$ cat src/rtl/decade_pkg.sv
package decade_pkg;

    localparam int QUIN_W    = 3;
    localparam int QUIN_MOD  = 5;
    localparam logic [QUIN_W-1:0] QUIN_LAST = QUIN_W'(QUIN_MOD - 1);

    typedef enum logic [1:0] {
        MODE_SPLIT  = 2'd0,
        MODE_PACKED = 2'd1,
        MODE_BIQ    = 2'd2,
        MODE_SPLIT2 = 2'd3
    } mode_e;

    typedef enum logic [1:0] {
        FORCE_NONE = 2'd0,
        FORCE_ZERO = 2'd1,
        FORCE_NINE = 2'd2
    } force_e;

    typedef struct packed {
        logic [QUIN_W-1:0] quin;
        logic              bin;
    } count_s;

    localparam count_s COUNT_ZERO = '{quin: '0, bin: 1'b0};
    localparam count_s COUNT_NINE = '{quin: QUIN_LAST, bin: 1'b1};

    function automatic logic [QUIN_W-1:0] quin_next(input logic [QUIN_W-1:0] cur);
        if (cur >= QUIN_LAST) return '0;
        return cur + 1'b1;
    endfunction

    function automatic force_e force_decode(input logic za, input logic zb,
                                            input logic na, input logic nb);
        if (na && nb) return FORCE_NINE;
        if (za && zb) return FORCE_ZERO;
        return FORCE_NONE;
    endfunction

endpackage

$ cat src/rtl/fall_detect.sv
module fall_detect #(
    parameter int STAGES = 2
) (
    input  logic clk,
    input  logic rst,
    input  logic din,
    output logic fall
);
    logic [STAGES-1:0] sync_q;
    logic              last_q;

    always_ff @(posedge clk) begin
        if (rst) begin
            sync_q <= '0;
            last_q <= 1'b0;
        end else begin
            sync_q <= {sync_q[STAGES-2:0], din};
            last_q <= sync_q[STAGES-1];
        end
    end

    assign fall = last_q & ~sync_q[STAGES-1];

    // An edge must give a one-cycle pulse, never a run of pulses
    AST_SINGLE_PULSE: assert property (@(posedge clk) disable iff (rst)
        fall |=> !fall) else $error("fall pulse lasted more than one cycle");

endmodule

$ cat src/rtl/div2_stage.sv
module div2_stage (
    input  logic clk,
    input  logic rst,
    input  logic load,
    input  logic load_val,
    input  logic adv,
    output logic q
);
    always_ff @(posedge clk) begin
        if (rst)       q <= 1'b0;
        else if (load) q <= load_val;
        else if (adv)  q <= ~q;
    end

    AST_BIN_HOLD: assert property (@(posedge clk) disable iff (rst)
        (!load && !adv) |=> $stable(q)) else $error("toggle bit moved without cause");

endmodule

$ cat src/rtl/div5_stage.sv
module div5_stage
    import decade_pkg::*;
(
    input  logic              clk,
    input  logic              rst,
    input  logic              load,
    input  logic [QUIN_W-1:0] load_val,
    input  logic              adv,
    output logic [QUIN_W-1:0] q
);
    always_ff @(posedge clk) begin
        if (rst)       q <= '0;
        else if (load) q <= load_val;
        else if (adv)  q <= quin_next(q);
    end

    AST_QUIN_LEGAL: assert property (@(posedge clk) disable iff (rst)
        q <= QUIN_LAST) else $error("quinary code out of range");

    AST_QUIN_WRAP: assert property (@(posedge clk) disable iff (rst)
        (!load && adv && q == QUIN_LAST) |=> q == '0) else $error("quinary wrap missed");

    AST_QUIN_HOLD: assert property (@(posedge clk) disable iff (rst)
        (!load && !adv) |=> $stable(q)) else $error("quinary moved without cause");

endmodule

$ cat src/rtl/decade_dual_counter.sv
module decade_dual_counter
    import decade_pkg::*;
#(
    parameter int SYNC_STAGES = 2
) (
    input  logic       clk,
    input  logic       rst,
    input  logic       tick_a,
    input  logic       tick_b,
    input  logic [1:0] mode,
    input  logic       zero_a,
    input  logic       zero_b,
    input  logic       nine_a,
    input  logic       nine_b,
    output logic [3:0] q
);
    localparam int N_IN = 2;

    logic [N_IN-1:0] tick_in;
    logic [N_IN-1:0] fall;
    count_s          cnt;
    count_s          load_val;
    force_e          force_k;
    mode_e           mode_k;
    logic            adv_bin;
    logic            adv_quin;
    logic            load;

    assign tick_in = {tick_b, tick_a};

    generate
        for (genvar i = 0; i < N_IN; i++) begin : g_in
            fall_detect #(.STAGES(SYNC_STAGES)) u_fd (
                .clk  (clk),
                .rst  (rst),
                .din  (tick_in[i]),
                .fall (fall[i])
            );
        end
    endgenerate

    assign mode_k  = mode_e'(mode);
    assign force_k = force_decode(zero_a, zero_b, nine_a, nine_b);
    assign load    = (force_k != FORCE_NONE);

    always_comb begin
        load_val = (force_k == FORCE_NINE) ? COUNT_NINE : COUNT_ZERO;
        unique case (mode_k)
            MODE_PACKED: begin
                adv_bin  = fall[0];
                adv_quin = fall[0] & cnt.bin;
            end
            MODE_BIQ: begin
                adv_quin = fall[1];
                adv_bin  = fall[1] & (cnt.quin == QUIN_LAST);
            end
            default: begin
                adv_bin  = fall[0];
                adv_quin = fall[1];
            end
        endcase
    end

    div2_stage u_bin (
        .clk      (clk),
        .rst      (rst),
        .load     (load),
        .load_val (load_val.bin),
        .adv      (adv_bin),
        .q        (cnt.bin)
    );

    div5_stage u_quin (
        .clk      (clk),
        .rst      (rst),
        .load     (load),
        .load_val (load_val.quin),
        .adv      (adv_quin),
        .q        (cnt.quin)
    );

    assign q = cnt;

    AST_CLEAR_ZERO: assert property (@(posedge clk) disable iff (rst)
        (zero_a && zero_b && !(nine_a && nine_b)) |=> q == 4'b0000) else $error("clear failed");

    AST_PRESET_NINE: assert property (@(posedge clk) disable iff (rst)
        (nine_a && nine_b) |=> q == 4'b1001) else $error("preset failed");

    AST_DECADE_RANGE: assert property (@(posedge clk) disable iff (rst)
        q <= 4'd9) else $error("count above nine");

    AST_PACKED_HOLD: assert property (@(posedge clk) disable iff (rst)
        (mode == 2'd1 && !load && !q[0]) |=> $stable(q[3:1])) else $error("decimal carry without toggle fall");

    AST_BIQ_HOLD: assert property (@(posedge clk) disable iff (rst)
        (mode == 2'd2 && !load && q[3:1] != QUIN_LAST) |=> $stable(q[0])) else $error("biquinary bit moved early");

    AST_IDLE_HOLD: assert property (@(posedge clk) disable iff (rst)
        (fall == '0 && !load) |=> $stable(q)) else $error("count moved with no edge");

endmodule

$ cat config.mk
export PLATFORM = sky130hd
export DESIGN_NAME = decade_dual_counter
export DESIGN_NICKNAME = d
export VERILOG_FILES = /design/src/rtl/decade_pkg.sv /design/src/rtl/fall_detect.sv /design/src/rtl/div2_stage.sv /design/src/rtl/div5_stage.sv /design/src/rtl/decade_dual_counter.sv
export SDC_FILE = /design/constraint.sdc
export NUM_CORES = 1
export LEC_CHECK = 0
export BUFFER_PORTS_ARGS = -buffer_cell sky130_fd_sc_hd__buf_2
export CORE_AREA = 3 3 40 42
export DETAILED_ROUTE_END_ITERATION = 6
export DIE_AREA = 0 0 43 45
export GPL_TIMING_DRIVEN = 0
export PLACE_DENSITY = 0.6
export SLEW_MARGIN = 30
export SYNTH_ARGS = -nofsm -noshare
export SYNTH_HDL_FRONTEND = slang
export SYNTH_SLANG_ARGS = --single-unit
export TNS_END_PERCENT = 10
$ cat constraint.sdc
create_clock -name clk -period 2.9 [get_ports clk]
set_clock_uncertainty 0.15 [all_clocks]
set_input_delay 0.29 -clock clk [delete_from_list [all_inputs] [get_ports clk]]
set_output_delay 0.29 -clock clk [all_outputs]
set_load 0.005 [all_outputs]
==> results of run 1 <==
-- cells in the mapped netlist --
master / n / area (µm²)
sky130_fd_sc_hd__a22oi_1: 2 / 15.01
sky130_fd_sc_hd__nand2b_1: 2 / 12.51
sky130_fd_sc_hd__or3_1: 1 / 6.260
sky130_fd_sc_hd__ha_1: 2 / 25.02
sky130_fd_sc_hd__a32oi_1: 1 / 8.760
sky130_fd_sc_hd__and4bb_1: 1 / 12.51
sky130_fd_sc_hd__a211oi_2: 1 / 12.51
sky130_fd_sc_hd__and4_1: 1 / 8.760
sky130_fd_sc_hd__buf_4: 1 / 7.510
sky130_fd_sc_hd__nand2_1: 4 / 15.01
sky130_fd_sc_hd__and2b_1: 1 / 7.510
sky130_fd_sc_hd__dfxtp_1: 10 / 200.2
sky130_fd_sc_hd__clkbuf_1: 1 / 3.750
sky130_fd_sc_hd__a22oi_2: 1 / 12.51
sky130_fd_sc_hd__a211o_1: 1 / 8.760
sky130_fd_sc_hd__or3b_1: 2 / 17.52
sky130_fd_sc_hd__o31ai_1: 1 / 7.510
sky130_fd_sc_hd__inv_1: 4 / 15.01
sky130_fd_sc_hd__nand3_1: 1 / 5.000
sky130_fd_sc_hd__nor2b_1: 7 / 43.79
sky130_fd_sc_hd__nand4_1: 1 / 6.260
sky130_fd_sc_hd__a21oi_1: 2 / 10.01
-- state kept, by name, indices dropped and copies added (netlist names) --
register	cells
u_bin.q	1
g_in.u_fd.sync_q	4
g_in.u_fd.last_q	2
u_quin.q	3
-- kinds of logic after synthesis --
family          share of synthesized area
flops                              0.4336
simple gates                       0.2927
compound gates                     0.1626
buf+inv                           0.05690
fa+ha+maj                         0.05419
-- cells in the final DEF (no fill, tap or decap), drive strengths merged --
cell    count
a211o       1
a211oi      1
a21oi       2
a22oi       3
a32oi       1
and2b       1
and4        1
and4bb      1
buf        13
clkbuf      5
dfxtp      10
ha          2
inv         4
nand2       4
nand2b      2
nand3       1
nand4       1
nor2b       7
o31ai       1
or3         1
or3b        2
-- power groups by stage --
stage / clock (µW) / sequential [µW] / combinational (µW)
6_report: 127 / 146 / 30.8
5_1_grt: 136 / 147 / 34.4
4_1_cts: 132 / 146 / 31.1
3_5_place_dp: 0 / 149 / 31.0
3_3_place_gp: 0 / 149 / 30.4
2_1_floorplan: 0 / 149 / 19.5
-- critical path: cells and delay by family, from the launching register on --
kind / cells / cell delay (ps)
flip-flops: 1 / 320
AND/OR/NAND/NOR: 2 / 640
AO/OA/AOI/OAI: 2 / 260
-- final timing paths --
| kind | to | cells after the start |
|---|---|---|
| worst min-delay path | g_in[0].u_fd.sync_q[0] | 2 |
| worst max-delay path | u_quin.q[1] | 4 |
| worst min register to register | g_in[0].u_fd.sync_q[1] | 1 |
| worst max register to register | u_quin.q[1] | 4 |
-- metrics by stage --
| step | total power, µW | hold slack (ps) | util | instances |
|---|---|---|---|---|
| final | 303.4 | 86.40 | 0.4489 | 79 |
| after global routing | 317.5 | 100.8 | 0.4489 | 79 |
| after CTS | 309.2 | 82.42 | 0.4489 | 79 |
| after detailed placement | 180.2 | 277.8 | 0.4206 | 75 |
| after global placement | 179.5 | 269.5 | 0.4206 | 75 |
| after floorplan | 168.1 | 263.8 | - | 48 |
-- routing by layer --
| layer | track usage | up-vias | share of wire |
|---|---|---|---|
| li1 | - | 198 | - |
| met1 | 0.1146 | 157 | 0.46 |
| met2 | 0.1437 | 13 | 0.45 |
| met3 | 0.05976 | 0 | 0.096 |
| met4 | 0.01807 | 0 | 0 |
| met5 | 0 | - | 0 |
-- area by class of cell --
class                   count  area, µm²
plain buffers               2      11.26
flip-flops and latches     10      200.2
fillers                   121      708.2
repair buffers             12      60.06
multi-input cells          32      235.2
clock buffers               4      36.28
well taps                  15      18.77
inverters                   4      15.01
==> flow_metrics.env, run 1 <==
export IMPL_htree_levels=1
export IMPL_cap_violations=0
export IMPL_grt_start_max_net_pins=11
export IMPL_detail_route_wirelength_um=790
export IMPL_cts_hold_buf=0
export IMPL_post_cts_resize_count=0
export IMPL_aggregate_global_routing_overflow=0
export IMPL_critical_path_max_stage_delay_ps=360
export IMPL_first_global_vias=328
export IMPL_share_clk_of_total_power=0.418
export IMPL_switching_power_uw=68.04
export IMPL_root_buffer="sky130_fd_sc_hd__clkbuf_4"
export IMPL_status="finished clean"
export IMPL_drt_drc_violations_left=0
export IMPL_start_of_the_worst_register_to_register_path="g_in[0].u_fd.sync_q[1]"
export IMPL_grt_use_total=0.09448
export IMPL_yosys_register_bits=10
export IMPL_cts_tree="done"
export IMPL_clock_latency_late_sink_ps=270
export IMPL_timing_critical_path_to_type="flop"
export IMPL_cellLeakagePower_uw=0.0002517
export IMPL_rows=13
export IMPL_place_detailed_hpwl_um=598.8
export IMPL_number_of_sinks_on_the_clock_net=10
export IMPL_rsz0062_at_grt="false"
export IMPL_num_antenna_cells=0
export IMPL_netlist_area_um2=461.7
export IMPL_clkSlewWorstSetupHoldPaths_ps=60
export IMPL_reg2reg_slack_ps=1470
export IMPL_drv_slew=0
export IMPL_comb_power_share=0.102
export IMPL_core_area_um2=1285
export IMPL_clock_tree_buffer_depth=2
export IMPL_finalSetupViolCount=0
export IMPL_place_port_buffers=12
export IMPL_worst_pin_slew_ps=419.5
export IMPL_ys_seq_area_frac=0.4336
export IMPL_number_of_top_level_pins=14
export IMPL_post_route_min_period_ps=1428
export IMPL_grt_pass1_wl_um=1338
export IMPL_period_share=0.4924
export IMPL_cp_max_fo=6
export IMPL_postPlaceCellArea_um2=540.5
export IMPL_min_path_type="in2reg"
export IMPL_power_density_nw_per_um2=526.0
export IMPL_worst_path_cell_chain="and4bb_1 > a22oi_2 > or3b_1 > a21oi_1"
export IMPL_layout_drive_gt1_share=0.2969
export IMPL_grt_antenna_before_repair=0
export IMPL_avgRoutedWirePerCell_um=10.00
export IMPL_max_freq_mhz=700.3
export IMPL_effective_utilization_at_floorplan=0.3593
export IMPL_crit_path_top_delay_cell="sky130_fd_sc_hd__or3b_1"
export IMPL_synth_cells=48
export IMPL_setup_bufs_post_cts=0
export IMPL_drt_antenna_violating_nets=0
export IMPL_dieArea_um2=1935
export IMPL_number_of_nets_in_the_finished_design=77
export IMPL_height_of_the_die_um=45
export IMPL_numCtsBuffers=3
export IMPL_routed_via_count=368
export IMPL_worst_slew_margin_relative_to_its_limit=0.7203
export IMPL_setup_worst_path_start="g_in[0].u_fd.sync_q[1]"
export IMPL_postLayoutCellArea_um2=576.8
export IMPL_worst_ep_required_time_ps=2950
export IMPL_synth_area_per_cell_um2=9.619
export IMPL_p_sw_frac=0.2243
export IMPL_max_vdd_ir_drop_uv=385.7
export IMPL_synth_nets=60
export IMPL_distinct_cell_type_count_after_synthesis=22
export IMPL_p_seq_frac=0.481
export IMPL_timing_critical_path_arrival_ps=1470
export IMPL_syn2layout_area_growth_pct=24.93
export IMPL_drt_iter0_drc=5
export IMPL_hold_path_startpoint="tick_a"
export IMPL_fin_tns_setup_ps=0
export IMPL_drt_pre_antenna_iters=2
export IMPL_gp_routability_congestion=0.6237
export IMPL_vias_per_cell=4.658
export IMPL_crit_type="reg2reg"
export IMPL_final_hold_viol_count=0
export IMPL_intPower_uw=235.3
export IMPL_chipWidth_um=43
export IMPL_synth_warning_count=0
export IMPL_worstSetupStartpointType="flop"
export IMPL_post_route_worst_setup_slack_ps=1472
export IMPL_dp_slack_ps=1375
(Power assumes the default switching activity.)
==> run 2, diff against run 1 <==
==> constraint.sdc (replaced) <==
create_clock -name clk -period 1.4 [get_ports clk]
set_clock_uncertainty 0.15 [all_clocks]
set_input_delay 0.14 -clock clk [delete_from_list [all_inputs] [get_ports clk]]
set_output_delay 0.14 -clock clk [all_outputs]
set_load 0.005 [all_outputs]
==> run 2 against run 1 <==
- flip-flop and latch count is the same
- combinational power grew 120%
- first-iteration DRC count is the same
- largest power group unchanged
- wire length grew 1.8%
- die area is the same
- worst setup slack lost 1500 ps
==> flow_metrics.env, run 2 (synthesis results as in run 1) <==
export IMPL_aggregate_global_routing_overflow=0
export IMPL_worst_path_cell_chain="and4bb_1 > a22oi_2 > or3b_1 > a21oi_1"
export IMPL_routed_via_count=378
export IMPL_registers_with_the_most_flip_flops="g_in.u_fd.sync_q (4), u_quin.q (3), g_in.u_fd.last_q (2)"
export IMPL_place_detailed_hpwl_um=598.8
export IMPL_post_layout_nonfiller_instances=81
export IMPL_min_path_type="in2reg"
export IMPL_effective_utilization_at_floorplan=0.3593
export IMPL_grt_antenna_before_repair=0
export IMPL_place_detailed_instances=75
export IMPL_detail_route_wirelength_um=804
export IMPL_post_route_worst_setup_slack_ps=11.27
export IMPL_numCtsBuffers=3
export IMPL_grt_start_max_net_pins=11
export IMPL_number_of_sinks_on_the_clock_net=10
export IMPL_status="finished clean"
export IMPL_worst_slew_margin_relative_to_its_limit=0.7192
export IMPL_setup_bufs_post_cts=0
export IMPL_dp_slack_ps=-27.71
export IMPL_worst_pin_slew_ps=421.3
export IMPL_cts_tree="done"
export IMPL_layout_drive_gt1_share=0.3333
export IMPL_worst_ep_required_time_ps=1440
export IMPL_final_hold_viol_count=0
export IMPL_clock_tree_buffer_depth=2
export IMPL_ff2ff_path_depth=4
export IMPL_place_port_buffers=12
export IMPL_drt_iter0_drc=5
export IMPL_dieArea_um2=1935
export IMPL_largest_reg_flops=4
export IMPL_height_of_the_die_um=45
export IMPL_regMostFlops="g_in.u_fd.sync_q"
export IMPL_timing_critical_path_to_type="flop"
export IMPL_grt_use_total=0.09532
export IMPL_vias_per_cell=4.667
export IMPL_drt_antenna_violating_nets=0
export IMPL_grt_pass1_wl_um=1352
export IMPL_num_antenna_cells=0
export IMPL_drt_pre_antenna_iters=2
export IMPL_rows=13
export IMPL_max_vdd_ir_drop_uv=809.3
export IMPL_fillers=119
export IMPL_finalSetupViolCount=0
export IMPL_htree_levels=1
export IMPL_worstHoldPathCells=2
export IMPL_number_of_top_level_pins=14
export IMPL_post_route_min_period_ps=1389
export IMPL_syn2layout_area_growth_pct=30.08
export IMPL_avgRoutedWirePerCell_um=9.926
export IMPL_first_global_vias=338
export IMPL_core_area_um2=1285
export IMPL_cap_violations=0
export IMPL_crit_type="reg2reg"
export IMPL_root_buffer="sky130_fd_sc_hd__clkbuf_4"
export IMPL_gp_routability_congestion=0.6237
export IMPL_clock_latency_late_sink_ps=270
export IMPL_mostFrequentLayoutCell="sky130_fd_sc_hd__buf_2"
export IMPL_postPlaceCellArea_um2=540.5
export IMPL_number_of_nets_in_the_finished_design=79
export IMPL_power_density_nw_per_um2=1054
export IMPL_critical_path_max_stage_delay_ps=360
export IMPL_max_freq_mhz=720.1
export IMPL_timing_critical_path_arrival_ps=1430
export IMPL_period_share=0.9920
export IMPL_chipWidth_um=43
export IMPL_drv_slew=0
export IMPL_cellLeakagePower_uw=0.0002615
export IMPL_crit_path_top_delay_cell="sky130_fd_sc_hd__or3b_1"
export IMPL_layout_core_utilization=0.4674
export IMPL_clkSlewWorstSetupHoldPaths_ps=70
export IMPL_drt_drc_violations_left=0
export IMPL_rsz0062_at_grt="true"
export IMPL_postLayoutCellArea_um2=600.6
export IMPL_cp_max_fo=6
export IMPL_most_common_layout_cells="sky130_fd_sc_hd__buf_2, sky130_fd_sc_hd__nor2b_1, sky130_fd_sc_hd__dfxtp_1, sky130_fd_sc_hd__inv_1, sky130_fd_sc_hd__nand2_1"
export IMPL_worstSetupStartpointType="flop"
run 2: cell type report:
type                       count  area (µm²)  area share
multi-input combinational     32       235.2      0.3917
sequential                    10       203.9      0.3396
clock buffer                   4       36.28     0.06042
inverter                       4       15.01     0.02500
buffer                         2       11.26     0.01875
timing repair buffer          14       80.08      0.1333
tap                           15       18.77     0.03125
run 2: metrics by stage:
step / total power (µW) / hold slack (ps) / setup TNS (ps)
2_1_floorplan: 348.1 / 118.2 / 0
3_3_place_gp: 371.9 / 202.9 / -12.83
3_5_place_dp: 373.4 / 210.9 / -27.71
4_1_cts: 644.6 / 107.4 / -0.2339
5_1_grt: 662.7 / 137.6 / -36.10
6_report: 632.8 / 108.6 / 0
run 2: layer usage:
metal,up-vias,GRT usage,wire (µm)
met3,0,0.05976,73
li1,204,-,-
met1,161,0.1146,372
met2,13,0.1467,358
met5,-,0,0
met4,0,0.01807,0
run 2: what timing repair did:
item / 4_1_cts / 5_1_grt
hold buffers: 2 / 0
cloned: 0 / 0
setup endpoints to repair: 2 / 2
endpoints found under the hold margin: 2 / 0
resized for setup: 1 / 2
pin swaps: 3 / 2
run 2: final timing paths:
check	startpoint	endpoint	slack, ps
worst max-delay path	g_in[0].u_fd.sync_q[1]	u_quin.q[1]	10
worst min-delay path	rst	g_in[1].u_fd.last_q	110
worst max register to register	g_in[0].u_fd.sync_q[1]	u_quin.q[1]	10
worst min register to register	g_in[0].u_fd.sync_q[0]	g_in[0].u_fd.sync_q[1]	290
run 2: where the power goes:
| group | switching, µW | internal, µW | leakage (µW) |
|---|---|---|---|
| Combinational | 30.8 | 37.2 | 0.000157 |
| Clock | 105 | 158 | 0.0000210 |
| Sequential | 6.17 | 296 | 0.0000834 |
run 2: worst max-delay path: cells and delay by family, from the launching register on:
kind / cells / cell delay, ps
AO/OA/AOI/OAI: 2 / 240
AND/OR/NAND/NOR: 2 / 610
flip-flops: 1 / 320
==> run 3, diff against run 2 <==
--- a/config.mk
+++ b/config.mk
@@ -5,12 +5,14 @@
 export SDC_FILE = /design/constraint.sdc
 export NUM_CORES = 1
 export LEC_CHECK = 0
+export ABC_AREA = 1
 export BUFFER_PORTS_ARGS = -buffer_cell sky130_fd_sc_hd__buf_2
 export CORE_AREA = 3 3 40 42
 export DETAILED_ROUTE_END_ITERATION = 6
 export DIE_AREA = 0 0 43 45
 export GPL_TIMING_DRIVEN = 0
-export PLACE_DENSITY = 0.6
+export PLACE_DENSITY = 0.64
+export REMOVE_ABC_BUFFERS = 1
 export SLEW_MARGIN = 30
 export SYNTH_ARGS = -nofsm -noshare
 export SYNTH_HDL_FRONTEND = slang
==> run 3 against run 2 <==
- worst setup slack improved by 120 ps
- register-to-register slack gained 120 ps
- utilization up 6.1 points
- cell area increased by 13%
- die area stayed put
- critical path type unchanged
- combinational power up 79%
- via count up 26%
- maximum frequency up 9.4%
- first-iteration DRC count is 40% lower
- flip-flop and latch count did not move
- critical path depth is 2 higher
==> flow_metrics.env, run 3 <==
export IMPL_routed_wl_met2_um=442
export IMPL_synth_top_cell_by_area="sky130_fd_sc_hd__dfxtp_1"
export IMPL_number_of_sinks_on_the_clock_net=10
export IMPL_wirelength_met1_um=448
export IMPL_first_global_vias=447
export IMPL_compound_gate_fraction_of_synth_area=0.04623
export IMPL_grt_pass1_wl_um=1628
export IMPL_yosys_register_bits=10
export IMPL_share_of_the_synthesized_area_in_the_top_cell_type=0.3893
export IMPL_post_route_worst_setup_slack_ps=130.4
export IMPL_ff2ff_path_depth=6
export IMPL_xor_and_xnor_area_share_after_synthesis=0
export IMPL_synth_warning_count=0
export IMPL_rsz0062_at_grt="false"
export IMPL_fin_tns_setup_ps=0
export IMPL_grt_use_total=0.1183
export IMPL_place_detailed_hpwl_um=721.4
export IMPL_grt_antenna_before_repair=0
export IMPL_switching_power_uw=172.8
export IMPL_gp_routability_congestion=0.7200
export IMPL_period_share=0.9069
export IMPL_core_area_um2=1285
export IMPL_synth_edf_count=0
export IMPL_largest_family_of_logic_cells_by_synthesized_area="simple AND/OR/NAND/NOR gates"
export IMPL_height_of_the_die_um=45
export IMPL_hold_path_startpoint="rst"
export IMPL_postPlaceCellArea_um2=590.6
export IMPL_hold_path_endpoint="u_bin.q"
export IMPL_p_seq_frac=0.456
export IMPL_ys_seq_area_frac=0.3893
export IMPL_regMostFlops="g_in.u_fd.sync_q"
export IMPL_drt_pre_antenna_iters=4
export IMPL_htree_levels=1
export IMPL_timing_critical_path_to_type="flop"
export IMPL_post_synth_fa_ha_maj_area_fraction=0.04866
export IMPL_worst_slew_margin_relative_to_its_limit=0.8825
export IMPL_num_antenna_cells=0
export IMPL_registers_with_the_most_flip_flops="g_in.u_fd.sync_q (4), u_quin.q (3), g_in.u_fd.last_q (2)"
export IMPL_rows=13
export IMPL_critical_path_most_common_cell="sky130_fd_sc_hd__nor2_1"
export IMPL_clkSlewWorstSetupHoldPaths_ps=70
export IMPL_distinct_cell_type_count_after_synthesis=16
export IMPL_dp_slack_ps=135.1
export IMPL_chipWidth_um=43
export IMPL_clock_tree_buffer_depth=2
export IMPL_share_clk_of_total_power=0.367
export IMPL_post_route_min_period_ps=1270
export IMPL_avgRoutedWirePerCell_um=8.487
export IMPL_drt_drc_violations_left=0
export IMPL_crit_type="reg2reg"
export IMPL_report_power_total_uw=691.0
export IMPL_cellLeakagePower_uw=0.0003664
export IMPL_postSynth_asyncResetShare=0
export IMPL_timing_critical_path_arrival_ps=1280
export IMPL_numCtsBuffers=3
export IMPL_drt_iter0_drc=3
export IMPL_max_freq_mhz=787.6
export IMPL_highest_signal_layer="met4"
export IMPL_synth_cells=77
export IMPL_min_path_type="in2reg"
export IMPL_synth_area_per_cell_um2=6.678
export IMPL_dieArea_um2=1935
export IMPL_worst_pin_slew_ps=174.9
export IMPL_routed_via_count=477
export IMPL_worstHoldPathCells=4
export IMPL_power_density_nw_per_um2=1017
export IMPL_place_port_buffers=13
export IMPL_critical_path_max_stage_delay_ps=370
export IMPL_postLayoutCellArea_um2=679.4
export IMPL_root_buffer="sky130_fd_sc_hd__clkbuf_4"
export IMPL_yosys_top_cells_count="sky130_fd_sc_hd__inv_1, sky130_fd_sc_hd__nor2_1, sky130_fd_sc_hd__dfxtp_1, sky130_fd_sc_hd__nand2_1, sky130_fd_sc_hd__nand3_1"
export IMPL_worst_path_cell_chain="inv_1 > ha_1 > nand2_1 > nor2_1 > nor2_1 > nor2_1"
export IMPL_synthTopCellsByArea="sky130_fd_sc_hd__dfxtp_1, sky130_fd_sc_hd__inv_1, sky130_fd_sc_hd__nor2_1, sky130_fd_sc_hd__nand2_1, sky130_fd_sc_hd__nand2_2"
export IMPL_rr_endpoint="u_quin.q[1]"
export IMPL_number_of_top_level_pins=14
export IMPL_synth_simple_gate_area_share=0.3698
export IMPL_cp_max_fo=4
export IMPL_vias_per_cell=4.221
export IMPL_detail_route_wirelength_um=959
export IMPL_clock_latency_late_sink_ps=260
export IMPL_cts_tree="done"
export IMPL_effective_utilization_at_floorplan=0.4002
export IMPL_cap_violations=0
export IMPL_grt_start_max_net_pins=7
export IMPL_comb_power_share=0.177
export IMPL_yosys_mux_area_fraction=0
export IMPL_p_sw_frac=0.2500
export IMPL_final_hold_viol_count=0
export IMPL_netlist_area_um2=514.2
export IMPL_drv_slew=0
export IMPL_crit_path_top_delay_cell="sky130_fd_sc_hd__dfxtp_1"
export IMPL_syn2layout_area_growth_pct=32.12
export IMPL_drt_antenna_violating_nets=0
export IMPL_intPower_uw=518.2
export IMPL_worstSetupStartpointType="flop"
export IMPL_largest_reg_flops=4
export IMPL_aggregate_global_routing_overflow=0
export IMPL_start_of_the_worst_register_to_register_path="u_quin.q[0]"
export IMPL_most_common_layout_cells="sky130_fd_sc_hd__inv_1, sky130_fd_sc_hd__nor2_1, sky130_fd_sc_hd__buf_2, sky130_fd_sc_hd__nand2_1, sky130_fd_sc_hd__dfxtp_1"
export IMPL_layout_drive_gt1_share=0.2755
export IMPL_synth_top_flop_cell="sky130_fd_sc_hd__dfxtp_1"
export IMPL_reg2reg_slack_ps=130
export IMPL_status="finished clean"
export IMPL_finalSetupViolCount=0
export IMPL_worst_ep_required_time_ps=1410
export IMPL_met3_wirelength_um=57
export IMPL_max_vdd_ir_drop_uv=608.6
export IMPL_number_of_nets_in_the_finished_design=111
## run 3: cell types whose count changed after synthesis, moves of 3 or more
| cell | delta |
|---|---|
| sky130_fd_sc_hd__inv_1 | +12 |
| sky130_fd_sc_hd__nand2_1 | +6 |
| sky130_fd_sc_hd__nand2_2 | +5 |
| sky130_fd_sc_hd__nand3_1 | +5 |
| sky130_fd_sc_hd__nor2_1 | +16 |
| sky130_fd_sc_hd__nor2_2 | +3 |
| sky130_fd_sc_hd__nor2b_1 | -7 |
## run 3: kinds of logic after synthesis
kind of cell / count (synthesis)
DFF: 10
adders and majority gates: 2
buffers and inverters: 19
and+or+nand+nor: 42
AOI/OAI and AO/OA: 4
## run 3: layout make-up
| type | instances | area, µm² |
|---|---|---|
| sequential | 10 | 200.2 |
| tap | 15 | 18.77 |
| fill | 137 | 605.6 |
| timing repair buffer | 18 | 117.6 |
| clock buffer | 4 | 36.28 |
| multi-input combinational | 48 | 239.0 |
| inverter | 18 | 67.56 |
## run 3: stage by stage
| step | cells | hold slack, ps | util |
|---|---|---|---|
| 2_1_floorplan | 76 | 61.18 | - |
| 3_3_place_gp | 104 | 193.8 | 0.4596 |
| 3_5_place_dp | 104 | 198.2 | 0.4596 |
| 4_1_cts | 113 | 61.34 | 0.5268 |
| 5_1_grt | 113 | 89.73 | 0.5287 |
| 6_report | 113 | 63.83 | 0.5287 |
## run 3: timing repair
item,4_1_cts,5_1_grt
setup buffers,0,0
gates resized for setup,0,1
endpoints found under the setup margin,0,2
hold buffers,5,1
endpoints found under the hold margin,6,1
## run 3: metal layers
metal | global-route usage | up-vias
met5 | 0 | -
met4 | 0.1084 | 0
met3 | 0.03586 | 2
met2 | 0.1856 | 11
met1 | 0.1280 | 197
li1 | - | 267
## run 3: worst max-delay path: cells and delay by family (launching register included)
| kind | cells | cell delay, ps |
|---|---|---|
| DFF | 1 | 370 |
| buffers and inverters | 1 | 70 |
| and+or+nand+nor | 4 | 260 |
| adders and majority gates | 1 | 300 |
## run 3: worst max path at each step
stage	from	to	slack, ps	cells after the start
2_1_floorplan	u_quin.q[0]	u_quin.q[1]	210	6
3_3_place_gp	u_quin.q[0]	u_quin.q[1]	140	6
3_5_place_dp	u_quin.q[0]	u_quin.q[1]	140	6
4_1_cts	tick_a	g_in[0].u_fd.sync_q[0]	20	5
5_1_grt	u_quin.q[0]	u_bin.q	10	7
6_report	u_quin.q[0]	u_quin.q[1]	130	6
## run 3: power by group through the flow
stage	sequential (µW)	combinational (µW)	clock (µW)
finish	315	122	253
global route	319	139	281
CTS	315	123	267
detailed placement	322	112	0
global placement	321	110	0
floorplan	321	69.3	0
